[config.mk]
export PLATFORM = sky130hd
export DESIGN_NAME = kbd_disp_port
export DESIGN_NICKNAME = d
export VERILOG_FILES = /design/src/rtl/kdp_pkg.sv /design/src/rtl/kdp_key_chan.sv /design/src/rtl/kdp_disp_chan.sv /design/src/rtl/kbd_disp_port.sv
export SDC_FILE = /design/constraint.sdc
export NUM_CORES = 1
export LEC_CHECK = 0
export BUFFER_PORTS_ARGS = -buffer_cell sky130_fd_sc_hd__buf_2
export CORE_MARGIN = 4
export CORE_UTILIZATION = 48
export CTS_CLUSTER_SIZE = 25
export DETAILED_ROUTE_END_ITERATION = 10
export GPL_ROUTABILITY_DRIVEN = 0
export PLACE_DENSITY = 0.87
export REMOVE_ABC_BUFFERS = 1
export SLEW_MARGIN = 20
export SYNTH_ARGS = -nofsm -noshare
export SYNTH_HDL_FRONTEND = slang
export SYNTH_HIERARCHICAL = 1
export SYNTH_SLANG_ARGS = --single-unit
[constraint.sdc]
create_clock -name clk -period 1.55 [get_ports clk]
set_input_delay 0.155 -clock clk [delete_from_list [all_inputs] [get_ports clk]]
set_output_delay 0.155 -clock clk [all_outputs]
set_load 0.03 [all_outputs]
[src/rtl/kdp_pkg.sv]
package kdp_pkg;
  localparam int BYTE_W = 8;

  // Byte offsets on the bus (software contract)
  localparam int OFF_KDATA = 'h00;
  localparam int OFF_KSTAT = 'h04;
  localparam int OFF_KCTRL = 'h08;
  localparam int OFF_DDATA = 'h10;
  localparam int OFF_DSTAT = 'h14;
  localparam int OFF_DCTRL = 'h18;

  // Bit positions inside status and control bytes
  localparam int BIT_IRQ  = 0;
  localparam int BIT_KIN  = 1;
  localparam int BIT_DOUT = 2;
  localparam int BIT_OVR  = 7;
  localparam int BIT_IE   = 1;
endpackage

[src/rtl/kdp_key_chan.sv]
module kdp_key_chan #(
  parameter int DATA_W = kdp_pkg::BYTE_W
) (
  input  logic              clk,
  input  logic              rst_n,
  input  logic              key_vld,
  input  logic [DATA_W-1:0] key_code,
  input  logic              data_rd,
  input  logic              stat_rd,
  input  logic              ie_wr,
  input  logic              ie_val,
  output logic [DATA_W-1:0] data_q,
  output logic              kin_q,
  output logic              ovr_q,
  output logic              ie_q,
  output logic              irq_o
);
  logic kin_d, ovr_d, ie_d;
  logic flag_en;

  // Next-state: arrival wins over the read-side clear
  always_comb begin
    kin_d = kin_q;
    ovr_d = ovr_q;
    ie_d  = ie_wr ? ie_val : ie_q;
    if (data_rd) kin_d = 1'b0;
    if (stat_rd) ovr_d = 1'b0;
    if (key_vld) begin
      kin_d = 1'b1;
      if (kin_q && !data_rd) ovr_d = 1'b1;
    end
  end

  assign flag_en = key_vld | data_rd | stat_rd;

  always_ff @(posedge clk or negedge rst_n) begin
    if (!rst_n) begin
      data_q <= '0;
      kin_q  <= 1'b0;
      ovr_q  <= 1'b0;
      ie_q   <= 1'b0;
    end else begin
      if (key_vld) data_q <= key_code;
      if (flag_en) begin
        kin_q <= kin_d;
        ovr_q <= ovr_d;
      end
      if (ie_wr) ie_q <= ie_d;
    end
  end

  assign irq_o = kin_q & ie_q;

  AST_KIN_ON_KEY: assert property (@(posedge clk) disable iff (!rst_n)
    key_vld |=> kin_q);
  AST_KIN_DROP: assert property (@(posedge clk) disable iff (!rst_n)
    (data_rd && !key_vld) |=> !kin_q);
  AST_OVR_SET: assert property (@(posedge clk) disable iff (!rst_n)
    (key_vld && kin_q && !data_rd) |=> ovr_q);
  AST_OVR_HOLD: assert property (@(posedge clk) disable iff (!rst_n)
    (ovr_q && !stat_rd) |=> ovr_q);
endmodule

[src/rtl/kdp_disp_chan.sv]
module kdp_disp_chan #(
  parameter int DATA_W = kdp_pkg::BYTE_W
) (
  input  logic              clk,
  input  logic              rst_n,
  input  logic              disp_rdy,
  input  logic              data_wr,
  input  logic [DATA_W-1:0] wdata,
  input  logic              ie_wr,
  input  logic              ie_val,
  output logic              dout_q,
  output logic              ie_q,
  output logic              irq_o,
  output logic              stb_q,
  output logic [DATA_W-1:0] char_q
);
  logic accept;
  logic dout_d;
  logic dout_en;

  assign accept  = data_wr & dout_q;
  assign dout_en = accept | disp_rdy;

  always_comb begin
    dout_d = dout_q;
    if (accept)        dout_d = 1'b0;
    else if (disp_rdy) dout_d = 1'b1;
  end

  always_ff @(posedge clk or negedge rst_n) begin
    if (!rst_n) begin
      dout_q <= 1'b0;
      ie_q   <= 1'b0;
      stb_q  <= 1'b0;
      char_q <= '0;
    end else begin
      stb_q <= accept;
      if (dout_en) dout_q <= dout_d;
      if (accept)  char_q <= wdata;
      if (ie_wr)   ie_q   <= ie_val;
    end
  end

  assign irq_o = dout_q & ie_q;

  AST_DOUT_RISE: assert property (@(posedge clk) disable iff (!rst_n)
    (disp_rdy && !data_wr) |=> dout_q);
  AST_DOUT_DROP: assert property (@(posedge clk) disable iff (!rst_n)
    (data_wr && dout_q) |=> (!dout_q && stb_q));
  AST_STB_PULSE: assert property (@(posedge clk) disable iff (!rst_n)
    stb_q |=> !stb_q);
  AST_BLOCKED_WR: assert property (@(posedge clk) disable iff (!rst_n)
    (data_wr && !dout_q) |=> (!stb_q && $stable(char_q)));
endmodule

[src/rtl/kbd_disp_port.sv]
module kbd_disp_port #(
  parameter int ADDR_W      = 5,
  parameter int DATA_W      = kdp_pkg::BYTE_W,
  parameter int SYNC_STAGES = 2
) (
  input  logic              clk,
  input  logic              rst_n,
  input  logic [ADDR_W-1:0] bus_addr,
  input  logic              bus_rd,
  input  logic              bus_wr,
  input  logic [DATA_W-1:0] bus_wdata,
  output logic [DATA_W-1:0] bus_rdata,
  input  logic              key_vld,
  input  logic [DATA_W-1:0] key_code,
  input  logic              disp_rdy,
  output logic              char_stb,
  output logic [DATA_W-1:0] char_out,
  output logic              irq
);
  import kdp_pkg::*;

  localparam logic [ADDR_W-1:0] A_KDATA = ADDR_W'(OFF_KDATA);
  localparam logic [ADDR_W-1:0] A_KSTAT = ADDR_W'(OFF_KSTAT);
  localparam logic [ADDR_W-1:0] A_KCTRL = ADDR_W'(OFF_KCTRL);
  localparam logic [ADDR_W-1:0] A_DDATA = ADDR_W'(OFF_DDATA);
  localparam logic [ADDR_W-1:0] A_DSTAT = ADDR_W'(OFF_DSTAT);
  localparam logic [ADDR_W-1:0] A_DCTRL = ADDR_W'(OFF_DCTRL);

  // Reset: asserted asynchronously, released through a flop chain
  logic [SYNC_STAGES-1:0] rst_pipe;
  logic                   rst_s_n;

  always_ff @(posedge clk or negedge rst_n) begin
    if (!rst_n) rst_pipe <= '0;
    else        rst_pipe <= {rst_pipe[SYNC_STAGES-2:0], 1'b1};
  end
  assign rst_s_n = rst_pipe[SYNC_STAGES-1];

  // Decode
  logic kd_rd, ks_rd, kc_wr, dd_wr, dc_wr;
  assign kd_rd = bus_rd & (bus_addr == A_KDATA);
  assign ks_rd = bus_rd & (bus_addr == A_KSTAT);
  assign kc_wr = bus_wr & (bus_addr == A_KCTRL);
  assign dd_wr = bus_wr & (bus_addr == A_DDATA);
  assign dc_wr = bus_wr & (bus_addr == A_DCTRL);

  logic [DATA_W-1:0] k_data;
  logic              k_kin, k_ovr, k_ie, k_irq;
  logic              d_dout, d_ie, d_irq;

  kdp_key_chan #(.DATA_W(DATA_W)) u_key (
    .clk      (clk),
    .rst_n    (rst_s_n),
    .key_vld  (key_vld),
    .key_code (key_code),
    .data_rd  (kd_rd),
    .stat_rd  (ks_rd),
    .ie_wr    (kc_wr),
    .ie_val   (bus_wdata[BIT_IE]),
    .data_q   (k_data),
    .kin_q    (k_kin),
    .ovr_q    (k_ovr),
    .ie_q     (k_ie),
    .irq_o    (k_irq)
  );

  kdp_disp_chan #(.DATA_W(DATA_W)) u_disp (
    .clk      (clk),
    .rst_n    (rst_s_n),
    .disp_rdy (disp_rdy),
    .data_wr  (dd_wr),
    .wdata    (bus_wdata),
    .ie_wr    (dc_wr),
    .ie_val   (bus_wdata[BIT_IE]),
    .dout_q   (d_dout),
    .ie_q     (d_ie),
    .irq_o    (d_irq),
    .stb_q    (char_stb),
    .char_q   (char_out)
  );

  // Read mux: unused bits and unmapped offsets give zero
  always_comb begin
    bus_rdata = '0;
    if (bus_rd) begin
      case (bus_addr)
        A_KDATA: bus_rdata = k_data;
        A_KSTAT: begin
          bus_rdata[BIT_OVR] = k_ovr;
          bus_rdata[BIT_KIN] = k_kin;
          bus_rdata[BIT_IRQ] = k_irq;
        end
        A_KCTRL: bus_rdata[BIT_IE] = k_ie;
        A_DDATA: bus_rdata = char_out;
        A_DSTAT: begin
          bus_rdata[BIT_DOUT] = d_dout;
          bus_rdata[BIT_IRQ]  = d_irq;
        end
        A_DCTRL: bus_rdata[BIT_IE] = d_ie;
        default: bus_rdata = '0;
      endcase
    end
  end

  assign irq = k_irq | d_irq;

  AST_IRQ_SOURCE: assert property (@(posedge clk) disable iff (!rst_s_n)
    irq |-> ((k_kin && k_ie) || (d_dout && d_ie)));
endmodule

==> key figures <==
Outcome
  • Outcome: finished, violations left
  • Failing checks: negative setup slack

Synth
  • Most frequent cells after synthesis: 24 x dfrtp_1, 10 x mux2_2, 9 x mux2i_1, 9 x nor2_1, 8 x mux2_4
  • Post-synth top area cell: dfrtp_1
  • YS warnings: 6
  • Synth Area in XOR/XNOR: 0%
  • Ys flop type: dfrtp_1
  • Post-synth EDFFs: 0
  • Mapped Cells: 95
  • Synthesized flop and latch total: 24
  • Sequential area share after synthesis: between 50% and 60%
  • Post-Synth Adder-Cell Area: 0%
  • Yosys top cell area share: between 50% and 60%
  • Synth top area cells: dfrtp_1 50%, mux2_4 10%, mux2_2 9.4%, mux2i_1 7.5%, nor2_1 2.8%
  • Largest family of logic cells by synthesized area: multiplexers
  • Syn avg cell area: around 13 um2
  • Top-count cell post-synth: dfrtp_1
  • Synth Area in Compound Gates: about 3.3%
  • Syn Std Cell Area: approximately 1200 um2
  • Unique cell type count in the Yosys netlist: 27
  • Mux contribution to synthesized area: 28.8%
  • Asr flop ratio synth: 100%
  • Simple-gate share of the synthesized area: 13.3%

Final layout
  • Nets: between 150 and 200
  • Ant diodes: 0
  • Fill count: approximately 170
  • Layout cells sized above 1: 55.3%
  • Area of the multi-input gates: 553 um2
  • Non-filler cells in the finished layout: 178
  • Post-Layout Inst Area: approximately 1600 um2
  • P&R area growth vs syn: 30.6%
  • Storage cell area: 601 um2

Global routing
  • Vias in the first global route: ~950
  • Gr usage total: 16.9%
  • Global-route wire length before repair: 4390 um
  • Initial antenna violation count: 0
  • Largest net degree at the start of global routing: 23
  • Gr ovfl total: 0

Worst setup path
  • Critical Path Start Type: flip-flop
  • Max FO, Critical Path: 2
  • Max incr delay on CP: 450 ps
  • Worst path slowest cell: mux4_2
  • Cell seen most often among critical-path stages: and2_4
  • Critical path type: flip-flop to primary output
  • Worst-path cell chain: and2_4 > mux4_2 > and2_4 > buf_6
  • Critical path required time: 1390 ps
  • Critical Path End Type: primary output
  • Arrival time at the worst endpoint: around 1600 ps

STA
  • Tmin final: 1790 ps
  • Final Max Tran Viols: 0
  • Hold Vio Cnt, Final: 0
  • Final setup violation count: 2
  • Worst hold margin: 66.1 ps
  • Maximum clock frequency: 560 MHz
  • Unrepaired setup endpoints after global routing: yes
  • Setup slack after layout: -236 ps
  • Part of the cycle the worst path needs: 115%
  • Setup Skew: 3.32 ps

Floorplanning
  • I/O pin total: 45
  • Initial Utilization: 52.2%
  • Die Area: 3360 um2
  • FP Rows: 17
  • Core area: 2300 um2
  • Die W: approximately 58 um
  • Die Y-Extent: 58.0 um

Detailed routing
  • Wirelength per Cell: ~15 um
  • Vias/cell: about 5.2
  • First drt pass iteration count: 4
  • Drt total wl: about 2700 um
  • Initial DRC Count: 18
  • ANT nets after route: 0
  • Via count: 924
  • DRC viols: 0

Clock network
  • CTS Buf Count: 3
  • Clock-pin slew on the worst setup and hold paths: around 120 ps
  • Max clock buf depth: 2
  • CTS tree: yes
  • Num Clock Sinks: 24
  • Clock root buffer: clkbuf_4
  • Clk Latency, worst-skew pair: 310 ps
  • H-tree levels: 1

Pwr
  • Max VDD drop: ~800 uV
  • Power density over cell area: 958 nW/um2
  • Leak: 0.000830 uW

Hold path
  • Worst min-delay path category: input pin to flip-flop

Run
  • Maxcap violations: 0

Place
  • DP Area: 1460 um2
  • Buffers on Ports: 44
  • Placed insts: 168
  • Final HPWL DP: 1990 um
-- metrics by stage --
step / setup TNS (ps) / total power (uW) / util, % / setup WS [ps]
floorplan: 0 / 1010 / - / 96.6
global placement: 0 / 1140 / 63.5 / 74.8
detailed placement: 0 / 1160 / 63.5 / 32.3
CTS: -340 / 1490 / 66.8 / -239
global route: -487 / 1590 / 68.2 / -283
finish: -340 / 1500 / 68.2 / -236
-- state kept, by name, indices dropped and copies added (netlist names) --
signal	cells
rst_pipe	2
u_disp/char_q	8
u_disp/dout_q	1
u_key/ovr_q	1
u_key/kin_q	1
u_key/data_q	8
u_disp/ie_q	1
u_disp/stb_q	1
u_key/ie_q	1
-- area by class of cell --
type	instances	area share, %
flip-flops and latches	24	38.3
multi-input cells	63	35.3
repair buffers	55	20.8
clock buffers	4	2.32
well taps	28	2.24
inverters	4	0.958
-- placed cells by master (no fill, tap or decap), types with 2 or more instances in the layout --
cell type / Yosys / routed
mux2_2: 10 / 10
nor2_1: 9 / 9
mux2i_1: 9 / 9
inv_1: 4 / 4
nor3_1: 3 / 3
dfrtp_1: 24 / 24
buf_2: 1 / 40
and2_1: 5 / 4
and2_4: 0 / 2
clkbuf_4: 0 / 4
buf_6: 2 / 3
nand3_1: 3 / 3
mux2_4: 8 / 8
buf_4: 1 / 10
-- worst max-delay path, delay by kind of cell (launching register included) --
kind	cells	cell delay [ps]
mux	1	450
flops	1	410
simple gates	2	330
buf+inv	1	130
-- where the power goes --
group          switching [uW]  internal [uW]  total, uW  leakage [uW]
sequential               44.9            701        746      0.000286
combinational             228            206        434      0.000523
clock                     177            143        321     0.0000210
-- kinds of logic after synthesis --
| group | after synthesis |
|---|---|
| buffers and inverters | 8 |
| DFF | 24 |
| other | 1 |
| and+or+nand+nor | 29 |
| muxes | 28 |
| AOI/OAI and AO/OA | 5 |
-- routing by layer --
metal	global-route usage (%)	vias to the layer above	part of all wire (%)
li1	-	443	-
met1	21.2	439	42
met2	29.0	37	50
met3	4.23	5	7.4
met4	4.64	0	0.90
met5	0	-	0
-- what timing repair did --
item | CTS | global route
setup endpoints to repair | 3 | 5
setup buffers | 2 | 4
pin swaps | 1 | 1
endpoints found under the hold margin | 2 | 0
resized for setup | 6 | 5
hold buffers | 1 | 0
-- path summary, 6_finish.rpt --
check                         startpoint               end  slack [ps]  cells past startpoint
min reg2reg                  rst_pipe[1]  u_disp/char_q[5]         230                      1
max in group asynchronous    rst_pipe[1]  u_disp/char_q[7]        1110                      1
max reg2reg                u_disp/dout_q  u_disp/char_q[3]         390                      3
min in group asynchronous          rst_n       rst_pipe[0]         140                      2
max                        u_disp/dout_q      bus_rdata[0]        -240                      4
min                         bus_wdata[6]  u_disp/char_q[6]          70                      2
Note: power is estimated with default switching activity, not from simulation.
